## config.mk

```make
export PLATFORM = sky130hd
export DESIGN_NAME = spiHostEngine
export DESIGN_NICKNAME = d
export VERILOG_FILES = /design/src/rtl/spiHostPkg.sv /design/src/rtl/spiHostCtrl.sv /design/src/rtl/spiHostDatapath.sv /design/src/rtl/spiHostEngine.sv
export SDC_FILE = /design/constraint.sdc
export NUM_CORES = 1
export LEC_CHECK = 0
export ABC_AREA = 1
export BUFFER_PORTS_ARGS = -buffer_cell sky130_fd_sc_hd__buf_4
export CAP_MARGIN = 20
export CORE_MARGIN = 5
export CORE_UTILIZATION = 45
export CTS_CLUSTER_DIAMETER = 200
export DETAILED_ROUTE_END_ITERATION = 10
export PLACE_DENSITY = 0.71
export SLEW_MARGIN = 20
export SYNTH_ARGS = -nofsm -noshare
export SYNTH_HDL_FRONTEND = slang
export SYNTH_SLANG_ARGS = --single-unit
```

## constraint.sdc

```tcl
create_clock -name clk -period 4.6 [get_ports clk]
set_clock_uncertainty 0.05 [all_clocks]
set_input_delay 0 -clock clk [delete_from_list [all_inputs] [get_ports clk]]
set_output_delay 0 -clock clk [all_outputs]
set_load 0.02 [all_outputs]
```

## src/rtl/spiHostPkg.sv

```systemverilog
package spiHostPkg;

  // Wide enough for 1 opcode + 3 address + 3 dummy + 16 data byte positions
  localparam int IDX_W = 6;

  typedef enum logic [1:0] {PH_OPC, PH_ADR, PH_DUM, PH_DAT} phaseT;

  typedef struct packed {
    phaseT            ph;
    logic [IDX_W-1:0] idx;
  } byteSlotT;

  typedef struct packed {
    logic             start;
    logic             load;
    logic             shift;
    logic             sample;
    logic             commit;
    logic             readDir;
    logic [IDX_W-1:0] addrCnt;
    byteSlotT         loadSlot;
    byteSlotT         curSlot;
  } ctrlStrobeT;

  // Map a frame byte position onto its phase and the index inside that phase
  function automatic byteSlotT locateByte(input logic [IDX_W-1:0] b,
                                          input logic [IDX_W-1:0] a,
                                          input logic [IDX_W-1:0] d);
    byteSlotT s;
    if (b == '0) begin
      s.ph  = PH_OPC;
      s.idx = '0;
    end else if (b <= a) begin
      s.ph  = PH_ADR;
      s.idx = b - 1'b1;
    end else if (b <= a + d) begin
      s.ph  = PH_DUM;
      s.idx = b - 1'b1 - a;
    end else begin
      s.ph  = PH_DAT;
      s.idx = b - 1'b1 - a - d;
    end
    return s;
  endfunction

endpackage

```

## src/rtl/spiHostCtrl.sv

```systemverilog
module spiHostCtrl
  import spiHostPkg::*;
#(
  parameter int DIV_W           = 7,
  parameter int DATA_BYTES      = 16,
  parameter int ADDR_CNT_W      = 2,
  parameter int DUMMY_CNT_W     = 2,
  parameter int DCNT_W          = 5,
  parameter int WR_TIMER_CYCLES = 12500
) (
  input  logic                   clk,
  input  logic                   rstN,
  input  logic                   cmdWr,
  input  logic                   cmdDevSel,
  input  logic [ADDR_CNT_W-1:0]  cmdAddrBytes,
  input  logic [DUMMY_CNT_W-1:0] cmdDummyBytes,
  input  logic [DCNT_W-1:0]      cmdDataBytes,
  input  logic                   cmdRead,
  input  logic [DIV_W-1:0]       divFlash,
  input  logic [DIV_W-1:0]       divEeprom,
  output ctrlStrobeT             stb,
  output logic                   cmdEnable,
  output logic                   sclk,
  output logic [1:0]             csN,
  output logic                   wrTimerActive,
  output logic                   errSticky
);

  localparam int TMR_W = $clog2(WR_TIMER_CYCLES + 1);
  localparam logic [TMR_W-1:0] TMR_LOAD = TMR_W'(WR_TIMER_CYCLES);
  localparam logic [DCNT_W-1:0] DATA_MAX = DCNT_W'(DATA_BYTES);

  typedef enum logic [1:0] {ST_IDLE, ST_SHIFT, ST_GAP} stateT;

  stateT             state;
  logic [DIV_W:0]    hp;
  logic [DIV_W+1:0]  tick;
  logic [2:0]        bitCnt;
  logic [IDX_W-1:0]  byteIdx, lastIdx, aCnt, dCnt;
  logic [DCNT_W-1:0] nEff;
  logic              isRead;
  logic [TMR_W-1:0]  timer;

  logic [DIV_W:0]    divPlus, halfSel;
  logic [DCNT_W-1:0] nClamp;
  logic              overLimit, tickEnd, gapEnd, rise, fall;

  always_comb begin
    divPlus   = {1'b0, (cmdDevSel ? divEeprom : divFlash)} + 1'b1;
    halfSel   = divPlus >> 1;
    if (halfSel == '0) halfSel = 1;
    overLimit = cmdDataBytes > DATA_MAX;
    nClamp    = overLimit ? DATA_MAX : cmdDataBytes;
    tickEnd   = tick == ({1'b0, hp} - 1'b1);
    gapEnd    = tick == ({hp, 1'b0} - 1'b1);
    rise      = (state == ST_SHIFT) && tickEnd && !sclk;
    fall      = (state == ST_SHIFT) && tickEnd && sclk;
  end

  always_comb begin
    stb.start    = (state == ST_IDLE) && cmdWr;
    stb.sample   = rise;
    stb.commit   = rise && (bitCnt == 3'd7);
    stb.shift    = fall && (bitCnt != 3'd7);
    stb.load     = fall && (bitCnt == 3'd7) && (byteIdx != lastIdx);
    stb.readDir  = isRead;
    stb.addrCnt  = aCnt;
    stb.loadSlot = locateByte(byteIdx + 1'b1, aCnt, dCnt);
    stb.curSlot  = locateByte(byteIdx, aCnt, dCnt);
  end

  assign wrTimerActive = timer != '0;

  always_ff @(posedge clk or negedge rstN) begin
    if (!rstN) begin
      state     <= ST_IDLE;
      cmdEnable <= 1'b0;
      sclk      <= 1'b0;
      csN       <= 2'b11;
      hp        <= '0;
      tick      <= '0;
      bitCnt    <= '0;
      byteIdx   <= '0;
      lastIdx   <= '0;
      aCnt      <= '0;
      dCnt      <= '0;
      nEff      <= '0;
      isRead    <= 1'b0;
      timer     <= '0;
      errSticky <= 1'b0;
    end else begin
      if (timer != '0) timer <= timer - 1'b1;
      case (state)
        ST_IDLE: if (cmdWr) begin
          state     <= ST_SHIFT;
          cmdEnable <= 1'b1;
          csN       <= cmdDevSel ? 2'b01 : 2'b10;
          hp        <= halfSel;
          tick      <= '0;
          sclk      <= 1'b0;
          bitCnt    <= '0;
          byteIdx   <= '0;
          aCnt      <= IDX_W'(cmdAddrBytes);
          dCnt      <= IDX_W'(cmdDummyBytes);
          nEff      <= nClamp;
          lastIdx   <= IDX_W'(cmdAddrBytes) + IDX_W'(cmdDummyBytes) + IDX_W'(nClamp);
          isRead    <= cmdRead;
          if (overLimit) errSticky <= 1'b1;
        end
        ST_SHIFT: if (tickEnd) begin
          tick <= '0;
          if (!sclk) begin
            sclk <= 1'b1;
          end else begin
            sclk <= 1'b0;
            if (bitCnt == 3'd7) begin
              bitCnt <= '0;
              if (byteIdx == lastIdx) begin
                state <= ST_GAP;
                csN   <= 2'b11;
              end else begin
                byteIdx <= byteIdx + 1'b1;
              end
            end else begin
              bitCnt <= bitCnt + 1'b1;
            end
          end
        end else begin
          tick <= tick + 1'b1;
        end
        ST_GAP: if (gapEnd) begin
          state     <= ST_IDLE;
          cmdEnable <= 1'b0;
          tick      <= '0;
          if (!isRead && nEff != '0) timer <= TMR_LOAD;
        end else begin
          tick <= tick + 1'b1;
        end
        default: state <= ST_IDLE;
      endcase
    end
  end

endmodule

```

## src/rtl/spiHostDatapath.sv

```systemverilog
module spiHostDatapath
  import spiHostPkg::*;
#(
  parameter int ADDR_W     = 24,
  parameter int DATA_BYTES = 16
) (
  input  logic                    clk,
  input  logic                    rstN,
  input  ctrlStrobeT              stb,
  input  logic                    busy,
  input  logic                    addrWr,
  input  logic [ADDR_W-1:0]       addrIn,
  input  logic                    dataWr,
  input  logic [8*DATA_BYTES-1:0] dataIn,
  input  logic [7:0]              cmdOpcode,
  input  logic                    miso,
  output logic                    mosi,
  output logic [8*DATA_BYTES-1:0] dataOut
);

  localparam int BYTE_IDX_W = $clog2(DATA_BYTES);

  logic [ADDR_W-1:0] addrReg;
  logic [7:0]        dataBytes [DATA_BYTES];
  logic [7:0]        txShift, rxShift, txByte;
  logic [IDX_W-1:0]  addrSel;
  logic [IDX_W+2:0]  bitOff;
  logic [ADDR_W-1:0] addrShifted;

  always_comb begin
    addrSel     = stb.addrCnt - 1'b1 - stb.loadSlot.idx;
    bitOff      = {addrSel, 3'b000};
    addrShifted = addrReg >> bitOff;
    case (stb.loadSlot.ph)
      PH_ADR:  txByte = addrShifted[7:0];
      PH_DAT:  txByte = stb.readDir ? 8'h00
                                    : dataBytes[stb.loadSlot.idx[BYTE_IDX_W-1:0]];
      default: txByte = 8'h00;
    endcase
  end

  assign mosi = txShift[7];

  always_ff @(posedge clk or negedge rstN) begin
    if (!rstN) begin
      addrReg <= '0;
      txShift <= '0;
      rxShift <= '0;
    end else begin
      if (addrWr && !busy) addrReg <= addrIn;
      if (stb.start)       txShift <= cmdOpcode;
      else if (stb.load)   txShift <= txByte;
      else if (stb.shift)  txShift <= {txShift[6:0], 1'b0};
      if (stb.sample)      rxShift <= {rxShift[6:0], miso};
    end
  end

  always_ff @(posedge clk or negedge rstN) begin
    if (!rstN) begin
      for (int i = 0; i < DATA_BYTES; i++) dataBytes[i] <= '0;
    end else if (dataWr && !busy) begin
      for (int i = 0; i < DATA_BYTES; i++) dataBytes[i] <= dataIn[8*i +: 8];
    end else if (stb.commit && stb.readDir && stb.curSlot.ph == PH_DAT) begin
      dataBytes[stb.curSlot.idx[BYTE_IDX_W-1:0]] <= {rxShift[6:0], miso};
    end
  end

  for (genvar g = 0; g < DATA_BYTES; g++) begin : gOut
    assign dataOut[8*g +: 8] = dataBytes[g];
  end

endmodule

```

## src/rtl/spiHostEngine.sv

```systemverilog
module spiHostEngine
  import spiHostPkg::*;
#(
  parameter int ADDR_BYTES_MAX  = 3,
  parameter int DUMMY_MAX       = 3,
  parameter int DATA_BYTES      = 16,
  parameter int DIV_W           = 7,
  parameter int WR_TIMER_CYCLES = 12500,
  localparam int ADDR_W         = 8 * ADDR_BYTES_MAX,
  localparam int ADDR_CNT_W     = $clog2(ADDR_BYTES_MAX + 1),
  localparam int DUMMY_CNT_W    = $clog2(DUMMY_MAX + 1),
  localparam int DCNT_W         = $clog2(DATA_BYTES) + 1,
  localparam int DATA_W         = 8 * DATA_BYTES
) (
  input  logic                   clk,
  input  logic                   rstN,
  input  logic                   addrWr,
  input  logic [ADDR_W-1:0]      addrIn,
  input  logic                   dataWr,
  input  logic [DATA_W-1:0]      dataIn,
  input  logic                   cmdWr,
  input  logic [7:0]             cmdOpcode,
  input  logic                   cmdDevSel,
  input  logic [ADDR_CNT_W-1:0]  cmdAddrBytes,
  input  logic [DUMMY_CNT_W-1:0] cmdDummyBytes,
  input  logic [DCNT_W-1:0]      cmdDataBytes,
  input  logic                   cmdRead,
  input  logic [DIV_W-1:0]       divFlash,
  input  logic [DIV_W-1:0]       divEeprom,
  output logic                   cmdEnable,
  output logic                   wrTimerActive,
  output logic                   errSticky,
  output logic [DATA_W-1:0]      dataOut,
  output logic                   sclk,
  output logic [1:0]             csN,
  output logic                   mosi,
  input  logic                   miso
);

  ctrlStrobeT stb;

  spiHostCtrl #(
    .DIV_W(DIV_W), .DATA_BYTES(DATA_BYTES), .ADDR_CNT_W(ADDR_CNT_W),
    .DUMMY_CNT_W(DUMMY_CNT_W), .DCNT_W(DCNT_W), .WR_TIMER_CYCLES(WR_TIMER_CYCLES)
  ) u_ctrl (
    .clk(clk), .rstN(rstN), .cmdWr(cmdWr), .cmdDevSel(cmdDevSel),
    .cmdAddrBytes(cmdAddrBytes), .cmdDummyBytes(cmdDummyBytes),
    .cmdDataBytes(cmdDataBytes), .cmdRead(cmdRead),
    .divFlash(divFlash), .divEeprom(divEeprom), .stb(stb),
    .cmdEnable(cmdEnable), .sclk(sclk), .csN(csN),
    .wrTimerActive(wrTimerActive), .errSticky(errSticky)
  );

  spiHostDatapath #(
    .ADDR_W(ADDR_W), .DATA_BYTES(DATA_BYTES)
  ) u_dp (
    .clk(clk), .rstN(rstN), .stb(stb), .busy(cmdEnable),
    .addrWr(addrWr), .addrIn(addrIn), .dataWr(dataWr), .dataIn(dataIn),
    .cmdOpcode(cmdOpcode), .miso(miso), .mosi(mosi), .dataOut(dataOut)
  );

endmodule

```

* After elaboration in Yosys (flattened, before gate mapping)
Index checks and enable logic that the tools add are counted.
** Cells by class
- Multiplexer cells :: 62
- Bitwise logic cells :: 2
- Add/sub/neg operators :: 18
- Shift-type cells :: 1
- Reductions and logical operators :: 37
- Equality and inequality tests :: 18
- Div/mod/pow operators :: 0
- $mul :: 0
- Magnitude comparators :: 8
** Operators by type and width (count)
- 128-bit two-way mux :: 2
- 128-bit bitwise mux :: 1
- 8-bit two-way mux :: 11
- 14-bit two-way mux :: 4
- 8-bit binary-select mux with 4-bit select :: 1
- 8-bit demux with 4-bit select :: 1
- 6-bit two-way mux :: 5
- 7-bit two-way mux :: 4
- 9-bit two-way mux :: 3
- 9-bit one-hot mux with 3 select lines :: 1
- 2-bit two-way mux :: 12
- 24-bit by 9-bit >> shifter with 8-bit output :: 1
- 6-bit by 2-bit subtractor with 6-bit output :: 4
- 9-bit equality test :: 2
- 6-bit AND reduction :: 3
- 8-bit one-hot mux with 2 select lines :: 1
- 1-bit logical AND :: 14
- 14-bit nonzero test :: 1
- 14-bit by 1-bit subtractor with 14-bit output (second input constant) :: 1
- 6-bit by 2-bit less-or-equal comparator with 1-bit output :: 2
- 6-bit less-or-equal comparator :: 2
- 6-bit logical NOT :: 2
- 3-bit two-way mux :: 4
- 6-bit one-hot mux with 2 select lines :: 1
- 38 further kinds :: 63
** Storage, ports and cells
- ROM bits :: 0
- Input port bits :: 191
- Bits in latches :: 0
- Output and inout port bits :: 135
- Word-level logic and storage cells :: 180
- Register bits :: 230
- Memories :: 0
- RAM bits :: 0

* Longest topological paths before layout
Gate-level depths: netlist of the first run.
- Depth after elaboration :: 15
- Mapped depth :: 31
- Gate-level depth less buffers :: 30

* Modules after synthesis
Synthesis of the first run repeated with hierarchy kept, for this count alone.
** Second synthesis, totals
- Cell total of the unflattened synthesis :: 1856
- Area, all modules :: 14292.5 um^2
** Modules (own cells, without submodules)
- spiHostDatapath :: cells each 1096, area an instance 9002.4 um^2, instances 1
- spiHostCtrl :: cells each 760, area an instance 5290.1 um^2, instances 1

* Least setup slack after synthesis of the first run
Ideal clock, no wire load.
- Path kind :: register to register
- From :: register u_ctrl.byteIdx[0]
- To :: register u_dp.txShift[6]
- Data arrival time :: 4.506 ns
- Path buffers :: 4
- Stages on the path, launching flop included :: 24
- Slack :: -0.021 ns
- Clock period less this slack :: 4.621 ns
- Library setup time :: 0.066 ns
- Required time :: 4.484 ns
- Cell sequence :: dfrtp_1 buf_2 inv_1 ha_1 inv_1 nand2_1 nand2_1 fa_1 fa_1 nand2_1 nand3_1 nand3_1 clkbuf_1 fa_1 clkbuf_1 clkbuf_1 nand3_1 a21oi_1 nand3_1 nand2_1 nand2_1 nand2_1 nand2_1 nand2_1
** Between the ends
- Word-level cells in the longest chain between the ends :: 15
- Elaborated cells on any way between the ends :: 25
- Those cells by class :: add/sub: 5; order compare: 2; eq/ne: 3; shift: 1; mux: 10; bitwise: 1; reduce/logical: 3
** RTL lines
- from (decl) :: line spiHostCtrl.sv:39 : logic [IDX_W-1:0] byteIdx, lastIdx, aCnt, dCnt;
- from (signal assigned) :: line spiHostCtrl.sv:122 : byteIdx <= byteIdx + 1'b1;
- parallel branches: the longest is 15 deep, another holds 6-bit by 1-bit adder with 6-bit output
- to (signal assigned) :: line spiHostDatapath.sv:51 : if (stb.start) txShift <= cmdOpcode;
- to (signal assigned) :: line spiHostDatapath.sv:52 : else if (stb.load) txShift <= txByte;
- to (signal assigned) :: line spiHostDatapath.sv:53 : else if (stb.shift) txShift <= {txShift[6:0], 1'b0};
- to (decl) :: line spiHostDatapath.sv:25 : logic [7:0] txShift, rxShift, txByte;
Parallel ways; which one is timed is not known. The select of a mux whose other input is x is not followed.
A chain may end at the register's enable or synchronous reset.

* Final worst setup path of the first run
- From :: register u_ctrl.aCnt[0]
- To :: register u_dp.txShift[2]
** Between the ends
- Word-level cells in the longest chain between the ends :: 13
- Elaborated cells on any way between the ends :: 21
- Those cells by class :: add/sub: 5; order compare: 2; eq/ne: 2; shift: 1; mux: 10; bitwise: 1
** RTL lines
- from (decl) :: line spiHostCtrl.sv:39
- from (signal assigned) :: line spiHostCtrl.sv:103 : aCnt <= IDX_W'(cmdAddrBytes);
- parallel branches: the longest is 10 deep, another holds 6-bit by 2-bit subtractor with 6-bit output
- 8-bit one-hot mux with 2 select lines * :: line spiHostDatapath.sv:34 : case (stb.loadSlot.ph)
- 8-bit two-way mux * :: line spiHostDatapath.sv:52
- 8-bit two-way mux * :: line spiHostDatapath.sv:51
Mark *: on every way between the ends. The select of a mux whose other input is x is not followed.

==> results of run 1 <==
## state kept, by name (all words and copies together), names as in the netlist, 3 cells and up
register        flops
u_dp.txShift        8
u_ctrl.hp           7
u_ctrl.nEff         5
u_ctrl.lastIdx      6
u_ctrl.tick         9
u_ctrl.bitCnt       3
u_ctrl.timer       14
u_ctrl.byteIdx      6
u_dp.dataOut      128
u_dp.rxShift        7
u_dp.addrReg       24
## metrics by stage
stage,setup WS [ns],instance area [sq um]
after floorplan,0.00341,14900
final,0.300,20600
after detailed placement,0.311,17500
after CTS,0.273,20600
after global routing,-0.00336,20600
after global placement,0.446,17500
## what timing repair did
action / CTS / global route
endpoints found under the hold margin: 292 / 0
endpoints found under the setup margin: 0 / 8
resized for setup: 0 / 7
hold buffers: 208 / 0
buffers inserted: 0 / 1
## cells in the mapped netlist, types with 19 or more instances
cell type  instances  area (sq um)
mux2_2            25           282
ha_1              42           526
xor2_1            30           263
nand2_1          442          1660
nand3_2           20           200
inv_1            120           450
a21oi_1           52           260
clkbuf_1          73           274
buf_2             21           105
dfrtp_1          227          5680
nand3_1          489          2450
o21ai_0          105           526
o211ai_1          60           450
nor2_1            98           368
nand4_1           19           119
## cells in the final DEF, fill, tap and decap left out, types with 3 or more instances in the layout
cell / count
a211oi_1: 3
a21o_1: 3
a21oi_1: 51
buf_4: 346
bufinv_16: 5
clkbuf_1: 4
clkbuf_16: 27
clkbuf_8: 5
clkinv_2: 5
dfrtp_1: 227
dlygate4sd3_1: 208
fa_1: 6
ha_1: 41
inv_1: 119
inv_2: 8
mux2_2: 25
mux2i_1: 3
nand2_1: 438
nand2_2: 10
nand3_1: 488
nand3_2: 21
nand3b_1: 6
nand4_1: 19
nor2_1: 97
nor2_2: 3
nor3_1: 17
nor3b_1: 3
nor4_1: 5
o211ai_1: 60
o211ai_2: 13
o21ai_0: 104
o31ai_1: 5
or2_2: 9
xnor2_1: 11
xor2_1: 30
## per-layer routing
metal | part of all wire, % | vias to the layer above | wire length (microns) | GRT usage [%]
met5 | 0 | - | 0 | 0
met4 | 4.4 | 0 | 2570 | 12.3
met3 | 11 | 181 | 6160 | 5.23
met2 | 47 | 1043 | 27300 | 50.1
met1 | 39 | 7970 | 22600 | 40.0
li1 | - | 7689 | - | -
## power breakdown
part,switching (mW),internal (mW)
combinational,0.660,0.593
sequential,0.208,2.19
clock,0.888,1.43
## path summary, 6_finish.rpt
kind,startpoint,end,slack [ns],cells after the start
worst max-delay path,u_ctrl.aCnt[0]$_DFFE_PN0P_,u_dp.txShift[2]$_DFFE_PN0P_,0.30,26
worst min-delay path,rstN,u_ctrl.timer[0]$_DFF_PN0_,0.02,2
worst max register to register,u_ctrl.aCnt[0]$_DFFE_PN0P_,u_dp.txShift[2]$_DFFE_PN0P_,0.30,26
worst min register to register,u_ctrl.nEff[2]$_DFFE_PN0P_,u_ctrl.nEff[2]$_DFFE_PN0P_,0.44,2
max in group asynchronous,rstN,u_dp.dataOut[99]$_DFFE_PN0P_,3.34,3
min in group clk,dataWr,u_dp.dataOut[48]$_DFFE_PN0P_,0.05,5
## area by class of cell
type                    count  area, sq um  share of cell area [%]
clock buffers              36          759                    3.68
clock inverters            13          199                   0.965
inverters                 129          487                    2.36
multi-input cells        1496         8170                    39.6
flip-flops and latches    229         5730                    27.8
well taps                 442          553                    2.68
repair buffers            557         4730                    22.9
## logic make-up after synthesis
kind of cell / count (synthesis)
xor gates and xnor gates: 42
AOI/OAI and AO/OA: 251
and+or+nand+nor: 1125
muxes: 28
DFF: 229
buffers and inverters: 240
adders and majority gates: 50
==> out/metrics.yaml, run 1 <==
status: "finished, final reports clean"
clockRootBuffer: "clkbuf_16"
cts_made_buffers: 27
synth-compound-area-share_pct: 10.5
antenna_cells: 0
area.growth.synth_to_final_pct: 38.8
syn_avg_cell_area_sq_um: 7.56
via_per_inst: 5.82
cts_htree_levels: 1
synthXorXnorAreaFrac_pct: 2.53
holdWs_ns: 0.0214
syn_nets: 2206
grt_first_pass_wirelength_microns: 89900
fin_util_pct: 63.4
final-hold-violation-count: 0
overflow: 0
grt_max_degree: 126
finalSetupViolations: 0
async_reset_ff_share_pct: 100
crit_family: "simple AND/OR/NAND/NOR gates"
hp-class: "input pin to async pin"
num_vias: 16900
core_sq_mm: 0.0325
die_area_sq_mm: 0.0368
io_pins: 326
path_clk_slew_ns: 0.06
drv_slew: 0
yosys-mux-area-fraction_pct: 2.10
max_slew.worst_pin.slew_ns: 1.12
end_kind: "flop"
start_util_pct: 45.7
ys_seq_area_share_pct: 38.6
synth_top_family_by_area: "simple AND/OR/NAND/NOR gates"
dp_hpwl_microns: 40200
fin_crit_ns: 4.30
antenna_found_initial: 0
grtUsageTotal_pct: 30.5
max_slew_margin_pct: 25.5
tritoncts: "yes"
p_total_mw: 5.98
post-route-period-util_pct: 93.5
synth.distinct_cells: 49
crit_type: "flop to flop"
gp_congestion: 0.923
ys_ff_latch: 229
fmax_mhz: 233
cp.arrival_ns: 4.73
synth_edf_count: 0
drtPass1Iterations: 5
cts.path.max_buffers: 3
startpoint_type: "flop"
synth_top_flop_cell: "dfrtp_1"
dr.first_iter.drc_count: 1765
synth_cells: 1965
critPathBufInv: 2
routedWlPerCell_microns: 20.2
synth_warnings: 0
cp_common_cell: "nand2_1"
fillers: 2778
critPathSlowestCell: "or3_1"
grt_pass1_vias: 16200
drt_drc_violations_left: 0
placed_cells: 2644
p_leak_nw: 10.0
cts.sinks: 229
layout.nets: 2681
final_cells: 2902
cp_slowest_stage_delay_ns: 0.49
wl_microns: 58600
powerDensity_mw_per_mm2: 290
drive_gt1_share_pct: 20.3
row_count: 66
cp_data_required_time_ns: 5.03
maxCapViolations: 0
synthAdderAreaFrac_pct: 4.61
fp.dieW_microns: 192
synth_area_sq_mm: 0.0149
ant_nets: 0
die_y_microns: 192
peakVddDrop_mv: 0.255
clock_latency_ns: 0.56
io_buffers: 325
cp_max_fo: 7
finalSetupTns_ns: 0
synthSimpleGateAreaFrac_pct: 34.8
Note: power is estimated with default switching activity, not from simulation.
==> run 2, diff against run 1 <==
- CAP_MARGIN: 20 -> 10
- CORE_UTILIZATION: 45 -> 37
- PLACE_DENSITY: 0.71 -> default
==> run 2 against run 1 <==
Net effect:
- the flow now finishes with violations (hold timing)
- via count fell by 2.8%
- sequential share of layout area is 0.099 points higher
- wire length increased by 2.4%
- first-iteration DRC count shrank 12%
- final cell count grew 2.6%
- clock power is 7% lower
- combinational power hardly changed
- count of clock-buffer cells in the layout up 7
- maximum frequency increased by 2.4%
- critical endpoint is now u_dp.txShift[6]$_DFFE_PN0P_
- largest cell class unchanged
==> out/metrics.yaml, run 2 (synthesized netlist as in run 1, its figures left out) <==
seq_area_sq_mm: 0.00573  # about the same
gp_congestion: 0.974  # was 0.923
via_per_inst: 5.51  # was 5.82
startpoint_type: "flop"  # unchanged
layout_common_cells: "488 x nand3_1, 439 x nand2_1, 352 x buf_4"  # was 488 x nand3_1, 438 x nand2_1, 346 x buf_4
grt_pass1_vias: 16100  # was 16200
drt_drc_violations_left: 0  # unchanged
multi_input_area_sq_mm: 0.00817  # about the same
core_sq_mm: 0.0397  # was 0.0325 sq mm
holdWs_ns: -0.0209  # was 0.0214 ns
clockRootBuffer: "clkbuf_16"  # unchanged
fin_ws_ns: 0.401  # was 0.300 ns
drv_slew: 0  # unchanged
fmax_mhz: 238  # was 233 MHz
cp_slowest_stage_delay_ns: 0.49  # about the same
clock_latency_ns: 0.56  # about the same
drtPass1Iterations: 6  # was 5
path_clk_slew_ns: 0.06  # about the same
row_count: 73  # was 66
grt_first_pass_wirelength_microns: 92500  # was 89900 microns
wl_microns: 60100  # was 58600 microns
die_y_microns: 210  # was 192 microns
critPathSlowestCell: "fa_1"  # was or3_1
final_cells: 2978  # was 2902
peakVddDrop_mv: 0.250  # was 0.255 mV
grtUsageTotal_pct: 26.0  # was 30.5%
cp_data_required_time_ns: 5.04  # was 5.03 ns
dp_hpwl_microns: 42900  # was 40200 microns
io_buffers: 325  # unchanged
antenna_found_initial: 2  # was 0
cp_common_cell: "nand2_1"  # unchanged
cts_htree_levels: 1  # unchanged
fp.dieW_microns: 210  # was 192 microns
status: "complete, but fails checks"  # was finished, final reports clean
overflow: 0  # unchanged
maxCapViolations: 0  # unchanged
max_slew_margin_pct: 25.3  # was 25.5%
die_area_sq_mm: 0.0443  # was 0.0368 sq mm
ant_nets: 0  # unchanged
largest_reg_flops: 128  # unchanged
end_kind: "flop"  # unchanged
cts.path.max_buffers: 3  # unchanged
final-hold-violation-count: 5  # was 0
tritoncts: "yes"  # unchanged
drive_gt1_share_pct: 20.6  # was 20.3%
design_area_sq_mm: 0.0206  # about the same
num_vias: 16400  # was 16900
cp_max_fo: 8  # was 7
crit_type: "flop to flop"  # unchanged
post-route-period-util_pct: 91.3  # was 93.5%
area.growth.synth_to_final_pct: 38.3  # was 38.8%
routedWlPerCell_microns: 20.2  # about the same
final_common_cell: "nand3_1"  # unchanged
layout.nets: 2672  # was 2681
fillers: 3742  # was 2778
dr.first_iter.drc_count: 1556  # was 1765
p_leak_nw: 9.98  # was 10.0 nW
cp.arrival_ns: 4.64  # was 4.73 ns
max_slew.worst_pin.slew_ns: 1.12  # about the same
cts.sinks: 229  # unchanged
io_pins: 326  # unchanged
cts_made_buffers: 28  # was 27
grt_max_degree: 128  # was 126
start_util_pct: 37.4  # was 45.7%
fin_crit_ns: 4.20  # was 4.30 ns
dpl_worst_slack_ns: 0.293  # was 0.311 ns
placed_cells: 2733  # was 2644
detailed_place.area_sq_mm: 0.0177  # was 0.0175 sq mm
violations: "hold timing"
finalSetupViolations: 0  # unchanged
powerDensity_mw_per_mm2: 282  # was 290 mW/mm^2
hp-class: "input pin to async pin"  # unchanged
## run 2: changes by cell type in the layout (fill, tap and decap cells not counted), moves of 2 or more
cell	delta
bufinv_16	-5
buf_4	+6
dlygate4sd3_1	-16
clkinvlp_4	-2
clkbuf_1	+3
clkbuf_8	+2
diode_2	+2
clkbuf_16	+2
## run 2: layout make-up
class	instances	share of cell area, %
multi-input combinational	1496	39.7
antenna	2	0.0243
clock inverter	7	0.189
sequential	229	27.9
tap	525	3.20
timing repair buffer	547	22.5
clock buffer	43	4.13
inverter	129	2.37
## run 2: final timing paths
kind | start | endpoint | slack (ns) | cells after the start
worst max-delay path | u_ctrl.byteIdx[1]$_DFFE_PN0P_ | u_dp.txShift[6]$_DFFE_PN0P_ | 0.40 | 25
worst min-delay path | rstN | u_ctrl.hp[2]$_DFFE_PN0P_ | -0.02 | 2
worst max register to register | u_ctrl.byteIdx[1]$_DFFE_PN0P_ | u_dp.txShift[6]$_DFFE_PN0P_ | 0.40 | 25
worst min register to register | u_dp.txShift[2]$_DFFE_PN0P_ | u_dp.txShift[2]$_DFFE_PN0P_ | 0.44 | 2
max in group asynchronous | rstN | u_dp.dataOut[51]$_DFFE_PN0P_ | 3.30 | 3
min in group clk | divEeprom[4] | u_ctrl.hp[5]$_DFFE_PN0P_ | 0.08 | 7
## run 2: critical path, delay by kind of cell, from the launching register on
kind                       cells  cell delay [ns]
DFF                            1             0.37
and+or+nand+nor               13             1.23
buffers and inverters          2             0.21
AOI/OAI and AO/OA              5             0.70
adders and majority gates      4             1.34
xor gates and xnor gates       1             0.22
## run 2: where the power goes
group | switching [mW] | internal [mW] | total, mW
combinational | 0.651 | 0.587 | 1.24
clock | 0.897 | 1.26 | 2.16
sequential | 0.203 | 2.19 | 2.40
total | 1.75 | 4.04 | 5.79
## run 2: what timing repair did
item	4_1_cts	5_1_grt
endpoints found under the hold margin	290	0
gates resized for setup	0	7
endpoints found under the setup margin	0	8
buffers inserted	0	1
hold buffers	192	0
## run 2: layer usage
metal | vias to the layer above | track usage, % | wire length (microns)
met3 | 126 | 4.99 | 4990
met2 | 713 | 43.1 | 28400
li1 | 7687 | - | -
met4 | 0 | 7.71 | 1860
met1 | 7885 | 34.7 | 24800
met5 | - | 0 | 0
## run 2: per-stage QoR
step                      total power [mW]  utilization, %  TNS (ns)
final                                 5.79            51.7         0
after global routing                  6.04            51.7   -0.0113
after CTS                             5.83            51.6         0
after detailed placement              3.53            44.5         0
after global placement                3.51            44.5         0
after floorplan                       2.96               -         0
